### config.mk
export PLATFORM = sky130hd
export DESIGN_NAME = drdy_gen
export DESIGN_NICKNAME = d
export VERILOG_FILES = /design/src/rtl/drdy_pkg.sv /design/src/rtl/drdy_evt_qual.sv /design/src/rtl/drdy_fifo_hyst.sv /design/src/rtl/drdy_out_ctl.sv /design/src/rtl/drdy_gen.sv
export SDC_FILE = /design/constraint.sdc
export NUM_CORES = 1
export LEC_CHECK = 0
export ABC_AREA = 1
export BUFFER_PORTS_ARGS = -buffer_cell sky130_fd_sc_hd__buf_2
export CAP_MARGIN = 40
export CORE_MARGIN = 2
export CORE_UTILIZATION = 52
export CTS_CLUSTER_SIZE = 8
export DETAILED_ROUTE_END_ITERATION = 7
export GPL_TIMING_DRIVEN = 0
export HOLD_SLACK_MARGIN = 0.03
export PLACE_DENSITY = 0.92
export SYNTH_ARGS = -nofsm -noshare
export SYNTH_HDL_FRONTEND = slang
export SYNTH_SLANG_ARGS = --single-unit
### constraint.sdc
create_clock -name clk -period 1.4 [get_ports clk]
set_clock_uncertainty 0.1 [all_clocks]
set_input_delay 0.07 -clock clk [delete_from_list [all_inputs] [get_ports clk]]
set_output_delay 0.07 -clock clk [all_outputs]
set_load 0.01 [all_outputs]
### src/rtl/drdy_pkg.sv
package drdy_pkg;

  typedef enum logic [1:0] {
    MODE_EACH = 2'b00,
    MODE_STEP = 2'b01,
    MODE_SEQ  = 2'b10,
    MODE_FIFO = 2'b11
  } drdy_mode_e;

  // Does a conversion strobe count as an event under the given policy?
  function automatic logic event_qualifies(input drdy_mode_e m,
                                           input logic step_end,
                                           input logic seq_end);
    case (m)
      MODE_EACH: return 1'b1;
      MODE_STEP: return step_end;
      MODE_SEQ:  return seq_end;
      default:   return 1'b0;
    endcase
  endfunction

endpackage

### src/rtl/drdy_evt_qual.sv
module drdy_evt_qual
  import drdy_pkg::*;
(
  input  logic       clk,
  input  logic       rst_n,
  input  logic [1:0] mode,
  input  logic       conv_done,
  input  logic       step_last,
  input  logic       seq_last,
  input  logic       rd_strobe,
  output logic       mode_chg,
  output logic       is_fifo,
  output logic       evt,
  output logic       rd_req
);

  drdy_mode_e mode_q;
  drdy_mode_e mode_cur;

  assign mode_cur = drdy_mode_e'(mode);

  always_ff @(posedge clk or negedge rst_n) begin
    if (!rst_n) mode_q <= MODE_EACH;
    else        mode_q <= mode_cur;
  end

  assign mode_chg = (mode_cur != mode_q);
  assign is_fifo  = (mode_cur == MODE_FIFO);
  assign evt      = conv_done && !is_fifo &&
                    event_qualifies(mode_cur, step_last, seq_last);
  assign rd_req   = rd_strobe && !is_fifo;

endmodule

### src/rtl/drdy_fifo_hyst.sv
module drdy_fifo_hyst #(
  parameter int DEPTH_W = 9
) (
  input  logic [DEPTH_W-1:0] fifo_depth,
  input  logic [DEPTH_W-1:0] thr_a,
  input  logic [DEPTH_W-1:0] thr_b,
  output logic               fifo_set,
  output logic               fifo_clr
);

  function automatic logic [DEPTH_W-1:0] band_top(input logic [DEPTH_W-1:0] x,
                                                  input logic [DEPTH_W-1:0] y);
    return (x >= y) ? x : y;
  endfunction

  function automatic logic [DEPTH_W-1:0] band_bot(input logic [DEPTH_W-1:0] x,
                                                  input logic [DEPTH_W-1:0] y);
    return (x >= y) ? y : x;
  endfunction

  logic [DEPTH_W-1:0] top_lvl;
  logic [DEPTH_W-1:0] bot_lvl;

  assign top_lvl  = band_top(thr_a, thr_b);
  assign bot_lvl  = band_bot(thr_a, thr_b);
  assign fifo_set = (fifo_depth > top_lvl);
  assign fifo_clr = (fifo_depth <= bot_lvl);

endmodule

### src/rtl/drdy_out_ctl.sv
module drdy_out_ctl #(
  parameter int PULSE_CYC = 1
) (
  input  logic clk,
  input  logic rst_n,
  input  logic mode_chg,
  input  logic is_fifo,
  input  logic evt,
  input  logic rd_req,
  input  logic fifo_set,
  input  logic fifo_clr,
  output logic drdy_n
);

  localparam int CW = $clog2(PULSE_CYC + 1);

  logic [CW-1:0] pulse_cnt;
  logic          pulse_busy;

  assign pulse_busy = (pulse_cnt != '0);

  always_ff @(posedge clk or negedge rst_n) begin
    if (!rst_n) begin
      drdy_n    <= 1'b1;
      pulse_cnt <= '0;
    end else if (mode_chg) begin
      drdy_n    <= 1'b1;
      pulse_cnt <= '0;
    end else if (is_fifo) begin
      pulse_cnt <= '0;
      if (fifo_set)      drdy_n <= 1'b0;
      else if (fifo_clr) drdy_n <= 1'b1;
    end else if (pulse_busy) begin
      pulse_cnt <= pulse_cnt - CW'(1);
      if (pulse_cnt == CW'(1)) drdy_n <= 1'b0;
    end else if (evt) begin
      if (!drdy_n) begin
        drdy_n    <= 1'b1;
        pulse_cnt <= CW'(PULSE_CYC);
      end else begin
        drdy_n <= 1'b0;
      end
    end else if (rd_req) begin
      drdy_n <= 1'b1;
    end
  end

  assert_mode_change_high_R11: assert property (@(posedge clk) disable iff (!rst_n)
    mode_chg |=> drdy_n) else $error("mode change did not release drdy_n");

  assert_fifo_fall_R8: assert property (@(posedge clk) disable iff (!rst_n)
    (is_fifo && !mode_chg && fifo_set) |=> !drdy_n) else $error("fifo set missed");

  assert_fifo_rise_R9: assert property (@(posedge clk) disable iff (!rst_n)
    (is_fifo && !mode_chg && fifo_clr) |=> drdy_n) else $error("fifo clear missed");

  assert_fifo_hold_R10: assert property (@(posedge clk) disable iff (!rst_n)
    (is_fifo && !mode_chg && !fifo_set && !fifo_clr) |=> $stable(drdy_n))
    else $error("fifo band hold broken");

  assert_event_fall_R5: assert property (@(posedge clk) disable iff (!rst_n)
    (!is_fifo && !mode_chg && !pulse_busy && evt && drdy_n) |=> !drdy_n)
    else $error("event while high did not assert");

  assert_event_pulse_R6: assert property (@(posedge clk) disable iff (!rst_n)
    (!is_fifo && !mode_chg && !pulse_busy && evt && !drdy_n) |=> drdy_n)
    else $error("event while low did not pulse high");

  assert_read_release_R7: assert property (@(posedge clk) disable iff (!rst_n)
    (!is_fifo && !mode_chg && !pulse_busy && !evt && rd_req) |=> drdy_n)
    else $error("read did not release drdy_n");

endmodule

### src/rtl/drdy_gen.sv
module drdy_gen #(
  parameter int DEPTH_W   = 9,
  parameter int PULSE_CYC = 1
) (
  input  logic               clk,
  input  logic               rst_n,
  input  logic [1:0]         mode,
  input  logic               conv_done,
  input  logic               step_last,
  input  logic               seq_last,
  input  logic               rd_strobe,
  input  logic [DEPTH_W-1:0] fifo_depth,
  input  logic [DEPTH_W-1:0] thr_a,
  input  logic [DEPTH_W-1:0] thr_b,
  output logic               drdy_n
);

  logic mode_chg;
  logic is_fifo;
  logic evt;
  logic rd_req;
  logic fifo_set;
  logic fifo_clr;

  drdy_evt_qual u_qual (
    .clk       (clk),
    .rst_n     (rst_n),
    .mode      (mode),
    .conv_done (conv_done),
    .step_last (step_last),
    .seq_last  (seq_last),
    .rd_strobe (rd_strobe),
    .mode_chg  (mode_chg),
    .is_fifo   (is_fifo),
    .evt       (evt),
    .rd_req    (rd_req)
  );

  drdy_fifo_hyst #(.DEPTH_W(DEPTH_W)) u_hyst (
    .fifo_depth (fifo_depth),
    .thr_a      (thr_a),
    .thr_b      (thr_b),
    .fifo_set   (fifo_set),
    .fifo_clr   (fifo_clr)
  );

  drdy_out_ctl #(.PULSE_CYC(PULSE_CYC)) u_out (
    .clk      (clk),
    .rst_n    (rst_n),
    .mode_chg (mode_chg),
    .is_fifo  (is_fifo),
    .evt      (evt),
    .rd_req   (rd_req),
    .fifo_set (fifo_set),
    .fifo_clr (fifo_clr),
    .drdy_n   (drdy_n)
  );

  // the output register resets to the released level
  assert_reset_high_R1: assert property (@(posedge clk)
    !rst_n |=> drdy_n) else $error("drdy_n not high after reset");

endmodule

== Word level (Yosys, flattened, before mapping) ==
Index checks and enable logic that the tools add are counted.

* Output and inout bits: 1
* Input bits: 35
* Bits in registers: 4

* Equality and inequality tests: 5
* Muxes and demuxes: 15
* Add/subtract/negate cells: 1
* Reduce and logical (&&, ||, !) cells: 7
* $lt $le $gt $ge: 3

{| class="wikitable"
|+ Operator list
! cell !! count
|-
| $mux 9 || 2
|-
| $mux 1 || 12
|-
| $ge 9x9->1 || 1
|-
| $gt 9x9->1 || 1
|-
| $le 9x9->1 || 1
|-
| $reduce_bool 5->1 || 1
|-
| $eq 2x2->1 const B || 2
|-
| $ne 4x4->1 const B || 1
|-
| $logic_and 1x1->1 || 3
|-
| $pmux 1 s3 || 1
|-
| $eq 2x1->1 const B || 1
|-
| $logic_not 2->1 || 1
|-
| $ne 2x2->1 || 1
|-
| $reduce_and 2->1 || 1
|-
| $logic_not 1->1 || 1
|-
| $sub 1x1->1 const B || 1
|}

== Logic depth before layout (Yosys ltp) ==
Gate-level depths: netlist of the first run.

* Depth after elaboration: 8
* Gate-level depth with buffers: 23
* Gate-level depth less buffers: 22

== Modules after synthesis ==
A second synthesis of the first run with hierarchy kept.

* Cell total of the unflattened synthesis: 223
* Area, all modules: 1288.7 µm²

{| class="wikitable"
|+ By module, submodules not included
! module !! area an instance (µm²) !! seq. area each (µm²) !! cells each !! instances
|-
| drdy_fifo_hyst || 1042.2 || 0.0 || 185 || 1
|-
| drdy_out_ctl || 130.1 || 51.3 || 20 || 1
|-
| drdy_evt_qual || 116.4 || 50.0 || 18 || 1
|}

== Worst setup path before layout of the first run ==
OpenSTA, ideal clock, no wires.

* Path kind: input to register
* Start point: input port thr_b[5]
* End point: register u_out.drdy_n
* Data required time: 1.224 ns
* Setup time: 0.076 ns
* Setup slack: -0.830 ns
* Stages on the path: 21
* Data arrival time: 2.054 ns
* Path through: inv_1 -> ha_1 -> nand2_1 -> inv_2 -> nand2_2 -> nor2_2 -> nand2_2 -> nand2_2 -> nor2_4 -> nand2_4 -> buf_12 -> nand2_2 -> nand2_1 -> ha_1 -> nand2_1 -> nor2_1 -> nand3b_1 -> nand3_1 -> nand2_1 -> nand3_1 -> nand2_1

* Longest elaborated chain between the ends: 6

{| class="wikitable"
|+ Ends and longest elaborated chain
! what !! RTL line !! RTL
|-
| start, declared || drdy_gen.sv:14 || <nowiki>input logic [DEPTH_W-1:0] thr_b,</nowiki>
|-
| $ge 9x9->1 || drdy_fifo_hyst.sv:13, drdy_fifo_hyst.sv:18 ||
|-
| $mux 9 || drdy_fifo_hyst.sv:13 || <nowiki>return (x >= y) ? x : y;</nowiki>
|-
| $gt 9x9->1 || drdy_fifo_hyst.sv:26 || <nowiki>assign fifo_set = (fifo_depth > top_lvl);</nowiki>
|-
| $mux 1 || drdy_out_ctl.sv:31 || <nowiki>if (fifo_set) drdy_n <= 1'b0;</nowiki>
|-
| $mux 1 || drdy_out_ctl.sv:29 || <nowiki>end else if (is_fifo) begin</nowiki>
|-
| $mux 1 || drdy_out_ctl.sv:26 || <nowiki>end else if (mode_chg) begin</nowiki>
|-
| end signal, assigned || drdy_out_ctl.sv:27 || <nowiki>drdy_n <= 1'b1;</nowiki>
|-
| end signal, assigned || drdy_out_ctl.sv:31 ||
|-
| end signal, assigned || drdy_out_ctl.sv:32 || <nowiki>else if (fifo_clr) drdy_n <= 1'b1;</nowiki>
|-
| end, declared || drdy_out_ctl.sv:12 || <nowiki>output logic drdy_n</nowiki>
|}

Several ways; a longest one is shown, not always the timed one.
A chain may end at the register's enable or synchronous reset.

== Worst setup path after layout of the first run ==
Same ends and word-level chain as after synthesis.

==> reports/qor_table.md, run 1 <==
| Step | Quantity | This run |
| --- | --- | --- |
| run status | Result of the run | complete, but fails checks |
| run status | Violated checks | negative setup slack |
| power and ir drop | Static Leakage | 1.12 nW |
| cts | Clock insertion delay at the later pin of the skew report | 0.27 ns |
| setup path | Highest cell delay on the worst timing path | 0.29 ns |
| drt | Routed vias/inst | 6.66 |
| sta | Time the final worst path needs with I/O delays and setup | 2.55 ns |
| setup path | Number of buffer and inverter stages on the critical path | 4 |
| logic synthesis | Synth Register Bits | 4 |
| logic synthesis | Number of instances in the synthesized netlist | 203 |
| logic synthesis | Cells taking the most area after synthesis | sky130_fd_sc_hd__ha_1 27%, sky130_fd_sc_hd__nand2_1 18%, sky130_fd_sc_hd__inv_1 10% |
| sta | Final Hold Fails | 0 |
| floorplan | Area inside the core boundary | 0.00223 mm^2 |
| place | Placed cell area | 0.00156 mm^2 |
| drt | Antenna violation net count after detailed routing | 0 |
| power and ir drop | Switching share of power | 49.8% |
| sta | Final-report max-slew violation count | 0 |
| place | Count of input and output buffers | 35 |
| setup path | Worst path cell trace | buf_6 > inv_4 > ha_4 > nand2_2 > inv_2 > a31oi_1 > nand2_1 > nand2_4 > nand2_4 > buf_16 > nand2_2 > nand2_1 > ha_4 > nand2_1 > nor2_1 > nand3b_1 > nand3_2 > nand2_1 > nand3_1 > nand2_1 |
| logic synthesis | Most frequent cell after synthesis | sky130_fd_sc_hd__nand2_1 |
| setup path | Max stage delay cell, worst path | sky130_fd_sc_hd__ha_4 |
| power and ir drop | Power dissipated by switching net loads | 715 uW |
| setup path | CP max FO | 7 |
| place | Dpl cells | 266 |
| job | Max-Cap Viols | 0 |
| logic synthesis | Count of flip-flops with a built-in enable after synthesis | 0 |
| global routing | First-pass GRT wire length | 7.15 mm |
| sta | Setup slack after layout | -1.15 ns |
| floorplan | Die height | 52.8 um |
| sta | Worst rel slew slack | 82.3% |
| setup path | Depth of the critical timing path with buffers and inverters included | 20 |
| power and ir drop | Internal Pwr Total | 722 uW |
| place | Placed wire-length estimate after detailed placement | 2.33 mm |
| power and ir drop | Power per cell area | 662 mW/mm^2 |
| drt | Number of detailed-routing iterations run before antenna repair | 6 |
| power and ir drop | Fraction of power consumed by combinational cells | 78.2% |
| setup path | Arrival time at the worst endpoint | 2.64 ns |
| sta | Final hold slack | 0.105 ns |
| logic synthesis | Synth Cell Area | 0.00124 mm^2 |
| sta | Maximum operating frequency | 393 MHz |
| sta | Slew of the pin with the lowest slew margin | 0.264 ns |
| cts | CTS H-tree depth | 1 |
| logic synthesis | Commonest cells post-synth | 59 x sky130_fd_sc_hd__nand2_1, 34 x sky130_fd_sc_hd__inv_1, 27 x sky130_fd_sc_hd__ha_1, 21 x sky130_fd_sc_hd__nand3_1, 15 x sky130_fd_sc_hd__nand2_2 |
| floorplan | I/O pin cnt | 36 |
| drt | Routed wirelength normalized by instance count | 23.3 um |
| power and ir drop | Clock network fraction of design power | 13.0% |
| layout | Fill cells | 37 |
| layout | Fraction of final layout cells sized beyond drive strength 1 | 56.5% |
| floorplan | DIE WIDTH | 52.8 um |
| setup path | FF-to-FF path depth | 5 |
| layout | Final core occ | 97.3% |
| floorplan | Area of the die | 0.00279 mm^2 |
| cts | TritonCTS clock tree | yes |
| sta | Setup-violating endpoint count in the final report | 1 |
| layout | Finished layout cell area | 0.00217 mm^2 |
| global routing | Number of antenna violations at the first check in global routing | 0 |
| sta | Setup repair after global routing missed its margin | true |
| power and ir drop | Worst voltage drop across the vdd grid | 528 uV |
| global routing | Via count of the first global-routing pass | 1,558 |
| global routing | Overall Global Routing Usage | 35.3% |
| global routing | Routing layer with the top usage in global route | met2 |
| layout | Layout Area Growth over Synthesis | 75.2% |
| drt | Drt initial violations | 151 |
| cts | Root buffer selected by CTS | sky130_fd_sc_hd__clkbuf_4 |
| drt | Detailed-route DRC error count | 0 |
| global routing | GR met1 Demand/Resource | 37.9% |
| logic synthesis | Total number of yosys warnings | 0 |
| cts | Maximum buffer depth of the clock tree | 2 |
| logic synthesis | Portion of the post-synthesis area used by sequential elements | 8.17% |
| floorplan | Starting density of the core | 55.5% |
| drt | Total number of vias | 1,932 |
| logic synthesis | Syn_area_per_cell | 6.11 um^2 |
| logic synthesis | Most used DFF post-synth | sky130_fd_sc_hd__dfrtp_1 |
| setup path | Startpoint types | input port |
| layout | Post-route non-filler standard cell count | 290 |
| logic synthesis | Cell accounting for the most synthesized area | sky130_fd_sc_hd__ha_1 |
| cts | Sink count of the clock tree | 4 |
| setup path | CP delay by family, top | simple AND/OR/NAND/NOR gates |
| layout | Final-stage net count | 325 |
| global routing | GRT overflow | 0 |
| worst hold path | Worst min-delay path class | input port to asynchronous set/reset pin |
| setup path | Crit Path Class | input port to flop |
| power and ir drop | Power, Total | 1.44 mW |
| global routing | Pin count of the biggest net entering global routing | 11 |
| cts | TritonCTS buffer count | 3 |
| logic synthesis | Post-synth cell types | 26 |
| setup path | Setup crit end kind | flop |
| sta | Final worst-path cycle share | 182% |
| setup path | Most used cell, CP | sky130_fd_sc_hd__nand2_1 |
| logic synthesis | Mapped Nets | 265 |
| place | Global placement routability congestion | 0.807 |
| global routing | Met3 capacity usage during global routing | 5.71% |
| floorplan | Number of rows created at floorplan | 17 |
| power and ir drop | Share of power burned in registers | 8.8% |
| drt | Overall routed net length | 6.75 mm |
| setup path | Worst path required time | 1.49 ns |
| layout | Count of antenna diodes in the layout | 0 |
| logic synthesis | Proportion of synthesized flip-flops having asynchronous set or reset | 100% |
| logic synthesis | Share of the synthesized area in the top cell type | 27.2% |
| global routing | GRT met2 Usage | 66.0% |
| cts | Register clock-pin slew on the reported worst setup and hold paths | 0.05 ns |
## sequential cells by signal (all words and copies together), names as in the netlist
signal / count
u_out.pulse_busy: 1
u_out.drdy_n: 1
u_qual.mode_q: 2
## power groups by stage
| stage | Clock, mW | Combinational (mW) | Sequential, mW |
|---|---|---|---|
| CTS | 0.157 | 0.784 | 0.126 |
| detailed placement | 0 | 0.580 | 0.128 |
| global route | 0.187 | 1.19 | 0.127 |
| global placement | 0 | 0.559 | 0.128 |
| finish | 0.187 | 1.12 | 0.127 |
| floorplan | 0 | 0.421 | 0.129 |
## final cells by class
type	count	area, um^2	area share (%)
timing repair buffer	55	418	19.2
sequential	4	101	4.67
inverter	36	155	7.14
multi-input combinational	160	1400	64.2
clock buffer	4	26.3	1.21
buffer	3	41.3	1.90
tap	28	35.0	1.61
## stage by stage
stage	worst slack, ns	TNS [ns]
after floorplan	-0.723	-0.723
after global placement	-1.07	-1.07
after detailed placement	-1.10	-1.10
after CTS	-0.635	-0.635
after global routing	-1.25	-1.29
final	-1.15	-1.15
## cells in the final DEF (no fill, tap or decap), types with 2 or more instances in the layout
| cell type | count |
|---|---|
| sky130_fd_sc_hd__nor2_1 | 10 |
| sky130_fd_sc_hd__nor2_2 | 3 |
| sky130_fd_sc_hd__nand3b_1 | 2 |
| sky130_fd_sc_hd__a21oi_1 | 6 |
| sky130_fd_sc_hd__dlygate4sd3_1 | 3 |
| sky130_fd_sc_hd__nand3_1 | 20 |
| sky130_fd_sc_hd__buf_4 | 12 |
| sky130_fd_sc_hd__a31oi_1 | 2 |
| sky130_fd_sc_hd__o21ai_1 | 2 |
| sky130_fd_sc_hd__dfrtp_1 | 3 |
| sky130_fd_sc_hd__buf_6 | 12 |
| sky130_fd_sc_hd__nand2_2 | 38 |
| sky130_fd_sc_hd__nor2_4 | 3 |
| sky130_fd_sc_hd__inv_4 | 6 |
| sky130_fd_sc_hd__inv_1 | 24 |
| sky130_fd_sc_hd__nand2_4 | 9 |
| sky130_fd_sc_hd__a21o_1 | 2 |
| sky130_fd_sc_hd__inv_2 | 5 |
| sky130_fd_sc_hd__nand4_1 | 2 |
| sky130_fd_sc_hd__buf_2 | 27 |
| sky130_fd_sc_hd__nand2_1 | 28 |
| sky130_fd_sc_hd__ha_1 | 5 |
| sky130_fd_sc_hd__clkbuf_4 | 4 |
| sky130_fd_sc_hd__ha_4 | 22 |
## worst register-to-register path: cells and delay by family, from the launching register on
kind | cells | cell delay, ns
simple gates | 5 | 0.66
flops | 1 | 0.39
## cell families (layout without fill, tap and decap cells)
family / count (synthesis) / count (layout) / synth area share, %
and+or+nand+nor: 119 / 119 / 44.5
buffers and inverters: 39 / 98 / 13.5
adders and majority gates: 27 / 27 / 27.2
AOI/OAI and AO/OA: 13 / 13 / 5.85
DFF: 4 / 4 / 8.17
xor gates and xnor gates: 1 / 1 / 0.706
## what timing repair did
action | CTS | global route
gates cloned | 1 | 0
pin swaps | 28 | 27
endpoints found under the setup margin | 1 | 1
hold buffers | 3 | 0
buffers inserted | 13 | 3
resized for setup | 44 | 41
endpoints found under the hold margin | 6 | 0
## routing by layer
layer / wire, um / part of all wire, % / up-vias
met2: 3050 / 45 / 233
met4: 809 / 12 / 0
li1: - / - / 762
met5: 0 / 0 / -
met1: 2100 / 31 / 833
met3: 794 / 12 / 104
## final timing paths
path / slack (ns) / endpoint / from
worst max-delay path: -1.15 / u_out.drdy_n / thr_b[5]
worst min-delay path: 0.10 / u_qual.mode_q[1] / rst_n
worst max register to register: 0.19 / u_out.drdy_n / u_qual.mode_q[0]
worst min register to register: 0.52 / u_out.pulse_busy / u_out.pulse_busy
max in group asynchronous: 0.88 / u_out.drdy_n / rst_n
min in group clk: 0.15 / u_out.drdy_n / rd_strobe
No activity file was read; power rests on OpenSTA's default activity.
==> run 2: changes to the inputs <==
--- a/config.mk
+++ b/config.mk
@@ -9,12 +9,12 @@
 export BUFFER_PORTS_ARGS = -buffer_cell sky130_fd_sc_hd__buf_2
 export CAP_MARGIN = 40
 export CORE_MARGIN = 2
-export CORE_UTILIZATION = 52
+export CORE_UTILIZATION = 47
 export CTS_CLUSTER_SIZE = 8
 export DETAILED_ROUTE_END_ITERATION = 7
 export GPL_TIMING_DRIVEN = 0
 export HOLD_SLACK_MARGIN = 0.03
-export PLACE_DENSITY = 0.92
+export PLACE_DENSITY = 0.88
 export SYNTH_ARGS = -nofsm -noshare
 export SYNTH_HDL_FRONTEND = slang
 export SYNTH_SLANG_ARGS = --single-unit
==> constraint.sdc (replaced) <==
create_clock -name clk -period 2.1 [get_ports clk]
set_clock_uncertainty 0.1 [all_clocks]
set_input_delay 0.105 -clock clk [delete_from_list [all_inputs] [get_ports clk]]
set_output_delay 0.105 -clock clk [all_outputs]
set_load 0.01 [all_outputs]
==> reports/qor_table.md, run 2 (same netlist as run 1, synthesis figures left out) <==
| Step | Quantity | This run |
| --- | --- | --- |
| drt | Number of detailed-routing iterations run before antenna repair | 4 |
| floorplan | Starting density of the core | 49.6% |
| global routing | Overall Global Routing Usage | 19.8% |
| run status | Violated checks | negative setup slack |
| setup path | Worst path cell trace | buf_6 > inv_4 > ha_4 > nand2_4 > inv_4 > nand2_4 > nor2_2 > nand2_2 > nand2_2 > nor2_4 > nand2_4 > buf_6 > nand2_1 > nand2_1 > ha_1 > nand2_1 > nand2_1 > nand2_1 > nand2_1 > nand2_1 > nand3_1 > nand2_1 > nand3_1 > nand2_1 |
| setup path | Highest cell delay on the worst timing path | 0.30 ns |
| global routing | Pin count of the biggest net entering global routing | 11 |
| cts | Register clock-pin slew on the reported worst setup and hold paths | 0.04 ns |
| cts | Root buffer selected by CTS | sky130_fd_sc_hd__clkbuf_4 |
| layout | Layout Area Growth over Synthesis | 65.4% |
| layout | Fraction of final layout cells sized beyond drive strength 1 | 51.0% |
| setup path | Worst R2R Setup Slack | 1.04 ns |
| setup path | Most used cell, CP | sky130_fd_sc_hd__nand2_1 |
| layout | Largest reg by FF count | u_qual.mode_q |
| sta | Slew of the pin with the lowest slew margin | 0.227 ns |
| power and ir drop | Power, Total | 827 uW |
| setup path | CP max FO | 5 |
| floorplan | Area inside the core boundary | 0.00250 mm^2 |
| layout | Final-stage net count | 322 |
| drt | Antenna violation net count after detailed routing | 0 |
| cts | Clock insertion delay at the later pin of the skew report | 0.25 ns |
| floorplan | Area of the die | 0.00307 mm^2 |
| sta | Setup slack after layout | -0.120 ns |
| layout | Commonest cells after routing, fill and taps aside | 38 x sky130_fd_sc_hd__nand2_1, 31 x sky130_fd_sc_hd__buf_2, 25 x sky130_fd_sc_hd__nand2_2, 24 x sky130_fd_sc_hd__inv_1, 21 x sky130_fd_sc_hd__nand3_1 |
| setup path | Number of buffer and inverter stages on the critical path | 4 |
| drt | Routed wirelength normalized by instance count | 14.9 um |
| drt | Routed vias/inst | 5.43 |
| setup path | CP delay by family, top | simple AND/OR/NAND/NOR gates |
| global routing | Number of antenna violations at the first check in global routing | 0 |
| cts | CTS H-tree depth | 1 |
| global routing | First-pass GRT wire length | 5.01 mm |
| global routing | Via count of the first global-routing pass | 1,208 |
| layout | Fill cells | 151 |
| setup path | FF-to-FF path depth | 4 |
| drt | Drt initial violations | 54 |
| cts | TritonCTS buffer count | 3 |
| sta | Post-route setup TNS | -0.120 ns |
| setup path | Capture instance of the worst register-to-register path | u_out.drdy_n |
| setup path | Setup crit end kind | flop |
| run status | Result of the run | complete, but fails checks |
| sta | Final Hold Fails | 0 |
| sta | Maximum operating frequency | 450 MHz |
| place | Count of input and output buffers | 35 |
| job | Max-Cap Viols | 0 |
| layout | Area of combinational cells with multiple inputs | 0.00134 mm^2 |
| floorplan | Die height | 55.4 um |
| sta | Worst rel slew slack | 84.9% |
| floorplan | I/O pin cnt | 36 |
| place | Global placement routability congestion | 0.814 |
| sta | Setup-violating endpoint count in the final report | 1 |
| cts | TritonCTS clock tree | yes |
| sta | Time the final worst path needs with I/O delays and setup | 2.22 ns |
| place | Placed wire-length estimate after detailed placement | 2.32 mm |
| drt | Detailed-route DRC error count | 0 |
| drt | Overall routed net length | 4.32 mm |
| sta | Setup repair after global routing missed its margin | true |
| setup path | Startpoint types | input port |
| layout | Final core occ | 82.0% |
| sta | Final-report max-slew violation count | 0 |
| power and ir drop | Static Leakage | 1.10 nW |
| setup path | Max stage delay cell, worst path | sky130_fd_sc_hd__ha_1 |
| floorplan | DIE WIDTH | 55.4 um |
| sta | Final worst-path cycle share | 106% |
| layout | Most common library cell in the layout ignoring fill and taps | sky130_fd_sc_hd__nand2_1 |
| drt | Total number of vias | 1,570 |
| layout | Count of antenna diodes in the layout | 0 |
| cts | Sink count of the clock tree | 4 |
| worst hold path | Worst min-delay path class | input port to asynchronous set/reset pin |
| setup path | Arrival time at the worst endpoint | 2.31 ns |
| power and ir drop | Power per cell area | 403 mW/mm^2 |
| layout | Number of flip-flops in the largest register | 2 |
| layout | Sequential cell area | 101 um^2 |
| cts | Maximum buffer depth of the clock tree | 2 |
| setup path | Crit Path Class | input port to flop |
| floorplan | Number of rows created at floorplan | 18 |
| setup path | Worst path required time | 2.19 ns |
| setup path | Critical R2R Launch | u_out.drdy_n |
| power and ir drop | Worst voltage drop across the vdd grid | 343 uV |
| global routing | GRT overflow | 0 |
==> run 2: cell count changes in the layout (fill, tap and decap cells not counted), moves of 3 or more <==
cell                      before  now
sky130_fd_sc_hd__nand2_2      38   25
sky130_fd_sc_hd__nand2_1      28   38
sky130_fd_sc_hd__buf_6        12    4
sky130_fd_sc_hd__buf_2        27   31
sky130_fd_sc_hd__ha_1          5    9
sky130_fd_sc_hd__ha_4         22   18
sky130_fd_sc_hd__nand2_4       9   12
==> run 2: what timing repair did <==
| action | in CTS | in global routing |
|---|---|---|
| gates resized for setup | 7 | 57 |
| setup buffers | 7 | 6 |
| gates cloned | 0 | 1 |
| endpoints found under the hold margin | 6 | 0 |
| hold buffers | 3 | 0 |
| endpoints found under the setup margin | 1 | 1 |
| pin swaps | 6 | 32 |
==> run 2: worst max path at each step <==
stage	start	end	slack (ns)	depth (start not counted)
floorplan	thr_b[3]	u_out.drdy_n	-0.06	19
global placement	thr_b[8]	u_out.drdy_n	-0.38	22
detailed placement	thr_b[8]	u_out.drdy_n	-0.40	22
CTS	thr_b[8]	u_out.drdy_n	0.004	22
global route	thr_b[7]	u_out.drdy_n	-0.20	24
finish	thr_b[7]	u_out.drdy_n	-0.12	24
==> run 2: final cells by class <==
class	count	share of cell area, %
tap	30	1.83
buffer	3	2.01
clock buffer	4	1.28
sequential	4	4.94
inverter	36	7.57
multi-input combinational	160	65.2
timing repair buffer	52	17.2
==> run 2: layer usage <==
layer / GRT usage [%] / part of all wire [%]
met4: 8.36 / 4.8
met5: 0 / 0
met3: 1.87 / 4.8
met1: 23.9 / 41
met2: 35.5 / 50
==> run 2: metrics by stage <==
| step | area [um^2] | std cells | setup WS [ns] | hold slack, ns |
|---|---|---|---|---|
| 3_5_place_dp | 1560 | 268 | -0.402 | -0.192 |
| 3_3_place_gp | 1560 | 268 | -0.376 | -0.192 |
| 5_1_grt | 2050 | 289 | -0.198 | 0.121 |
| 4_1_cts | 1700 | 282 | 0.00400 | 0.0804 |
| 2_1_floorplan | 1350 | 203 | -0.0579 | -0.291 |
| 6_report | 2050 | 289 | -0.120 | 0.104 |
==> run 2: power breakdown <==
group	total [mW]	internal [mW]	switching, mW	leakage (nW)
clock	0.113	0.0719	0.0406	0.0150
sequential	0.0845	0.0822	0.00229	0.0478
combinational	0.630	0.287	0.342	1.04
total	0.827	0.441	0.385	1.10
==> run 3: changes to the inputs <==
--- a/config.mk
+++ b/config.mk
@@ -14,7 +14,7 @@
 export DETAILED_ROUTE_END_ITERATION = 7
 export GPL_TIMING_DRIVEN = 0
 export HOLD_SLACK_MARGIN = 0.03
-export PLACE_DENSITY = 0.88
+export PLACE_DENSITY_LB_ADDON = 0.25
 export SYNTH_ARGS = -nofsm -noshare
 export SYNTH_HDL_FRONTEND = slang
 export SYNTH_SLANG_ARGS = --single-unit
==> constraint.sdc (replaced) <==
create_clock -name clk -period 1.9 [get_ports clk]
set_clock_uncertainty 0.1 [all_clocks]
set_input_delay 0.095 -clock clk [delete_from_list [all_inputs] [get_ports clk]]
set_output_delay 0.095 -clock clk [all_outputs]
set_load 0.01 [all_outputs]
==> reports/qor_table.md, run 3 (same netlist as run 1, synthesis figures left out) <==
| Step | Quantity | This run |
| --- | --- | --- |
| run status | Result of the run | complete, but fails checks |
| run status | Violated checks | negative setup slack |
| layout | Commonest cells after routing, fill and taps aside | 40 x sky130_fd_sc_hd__nand2_1, 29 x sky130_fd_sc_hd__nand2_2, 25 x sky130_fd_sc_hd__inv_1, 25 x sky130_fd_sc_hd__buf_2, 20 x sky130_fd_sc_hd__nand3_1 |
| setup path | Arrival time at the worst endpoint | 2.22 ns |
| sta | Final Hold Fails | 0 |
| floorplan | Area inside the core boundary | 0.00250 mm^2 |
| place | Count of input and output buffers | 35 |
| place | Global placement routability congestion | 0.768 |
| setup path | Setup crit end kind | flop |
| cts | TritonCTS clock tree | yes |
| place | Placed wire-length estimate after detailed placement | 2.45 mm |
| setup path | Highest cell delay on the worst timing path | 0.25 ns |
| cts | Root buffer selected by CTS | sky130_fd_sc_hd__clkbuf_4 |
| cts | Sink count of the clock tree | 4 |
| layout | Most common library cell in the layout ignoring fill and taps | sky130_fd_sc_hd__nand2_1 |
| drt | Routed wirelength normalized by instance count | 13.5 um |
| cts | Register clock-pin slew on the reported worst setup and hold paths | 0.04 ns |
| floorplan | Starting density of the core | 49.6% |
| global routing | First-pass GRT wire length | 6.03 mm |
| setup path | Max stage delay cell, worst path | sky130_fd_sc_hd__ha_4 |
| cts | TritonCTS buffer count | 3 |
| drt | Routed vias/inst | 5.18 |
| global routing | Overall Global Routing Usage | 24.4% |
| drt | Total number of vias | 1,519 |
| sta | Setup slack after layout | -0.237 ns |
| sta | Worst rel slew slack | 86.4% |
| worst hold path | Worst min-delay path class | input port to asynchronous set/reset pin |
| floorplan | Number of rows created at floorplan | 18 |
| job | Max-Cap Viols | 0 |
| sta | Maximum operating frequency | 468 MHz |
| setup path | Worst path cell trace | buf_8 > inv_6 > ha_4 > nand2_4 > inv_4 > nand2_4 > nor2_4 > nand2_2 > nand2_2 > nor2_4 > nand2_4 > buf_6 > buf_6 > nand2_2 > nand2_2 > ha_4 > nand2_1 > inv_1 > nand4_1 > nand3_1 > nand2_1 > nand3_1 > nand2_1 |
| setup path | Worst path required time | 1.98 ns |
| sta | Post-route setup TNS | -0.237 ns |
| drt | Number of detailed-routing iterations run before antenna repair | 4 |
| layout | Layout Area Growth over Synthesis | 72.0% |
| cts | CTS H-tree depth | 1 |
| sta | Final worst-path cycle share | 112% |
| setup path | CP max FO | 5 |
| sta | Final-report max-slew violation count | 0 |
| layout | Count of antenna diodes in the layout | 0 |
| global routing | GRT overflow | 0 |
| setup path | Worst R2R Setup Slack | 0.82 ns |
| layout | Final-stage net count | 326 |
| sta | Setup-violating endpoint count in the final report | 1 |
| drt | Drt initial violations | 68 |
| drt | Detailed-route DRC error count | 0 |
| drt | Overall routed net length | 3.96 mm |
| floorplan | I/O pin cnt | 36 |
| setup path | FF-to-FF path depth | 5 |
| sta | Time the final worst path needs with I/O delays and setup | 2.14 ns |
| layout | Number of flip-flops in the largest register | 2 |
| floorplan | Area of the die | 0.00307 mm^2 |
| setup path | Startpoint types | input port |
| layout | Largest reg by FF count | u_qual.mode_q |
| drt | Antenna violation net count after detailed routing | 0 |
| sta | Slew of the pin with the lowest slew margin | 0.204 ns |
| sta | Setup repair after global routing missed its margin | true |
| power and ir drop | Power per cell area | 419 mW/mm^2 |
| setup path | Crit Path Class | input port to flop |
| floorplan | DIE WIDTH | 55.4 um |
| cts | Clock insertion delay at the later pin of the skew report | 0.26 ns |
| power and ir drop | Worst voltage drop across the vdd grid | 318 uV |
| layout | Fraction of final layout cells sized beyond drive strength 1 | 51.7% |
| global routing | Pin count of the biggest net entering global routing | 11 |
| global routing | Number of antenna violations at the first check in global routing | 0 |
| setup path | Most used cell, CP | sky130_fd_sc_hd__nand2_2 |
| cts | Maximum buffer depth of the clock tree | 2 |
| global routing | Via count of the first global-routing pass | 1,425 |
| sta | Final hold slack | 0.0722 ns |
| power and ir drop | Static Leakage | 1.12 nW |
| floorplan | Die height | 55.4 um |
[run 3: final cells by class]
cell class	instances	area (um^2)
buffer	3	38.8
clock buffer	4	26.3
fill	144	367
inverter	36	155
multi-input combinational	160	1330
sequential	4	101
tap	30	37.5
timing repair buffer	56	444
[run 3: power breakdown]
| part | switching, mW | internal, mW | leakage [nW] |
|---|---|---|---|
| logic | 0.350 | 0.322 | 1.06 |
| registers | 0.00253 | 0.0908 | 0.0478 |
| clock network | 0.0499 | 0.0798 | 0.0150 |
| total | 0.402 | 0.493 | 1.12 |
[run 3: worst max-delay path: cells and delay by family]
| family | cells | cell delay [ns] |
|---|---|---|
| buf+inv | 6 | 0.52 |
| simple gates | 15 | 1.14 |
| fa+ha+maj | 2 | 0.45 |
[run 3: worst paths after layout]
check,from,endpoint
max in group asynchronous,rst_n,u_out.drdy_n
worst min register to register,u_out.pulse_busy,u_out.pulse_busy
worst max-delay path,thr_b[8],u_out.drdy_n
worst min-delay path,rst_n,u_qual.mode_q[1]
min in group clk,rd_strobe,u_out.drdy_n
worst max register to register,u_qual.mode_q[0],u_out.drdy_n
[run 3: repair_timing]
item | CTS | global route
buffers inserted | 13 | 4
resized for setup | 44 | 32
pin swaps | 36 | 31
hold buffers | 3 | 0
gates cloned | 1 | 0
hold endpoints to repair | 6 | 0
endpoints found under the setup margin | 1 | 1
[run 3: metal layers]
metal | up-vias | track usage [%] | share of wire [%]
li1 | 767 | - | -
met1 | 693 | 27.8 | 41
met2 | 48 | 44.9 | 53
met3 | 11 | 2.58 | 3.3
met4 | 0 | 11.5 | 2.3
met5 | - | 0 | 0
[run 3: through the flow]
step                      power, mW  setup slack (ns)  instance area (um^2)  util, %  std cells
after detailed placement      0.524            -0.624                  1560     62.5        268
final                         0.895            -0.237                  2130     85.3        293
after global placement        0.511            -0.635                  1560     62.5        268
after floorplan               0.405            -0.248                  1350        -        203
after global routing          0.969            -0.348                  2130     85.3        293
after CTS                     0.792            -0.127                  1950     77.8        289
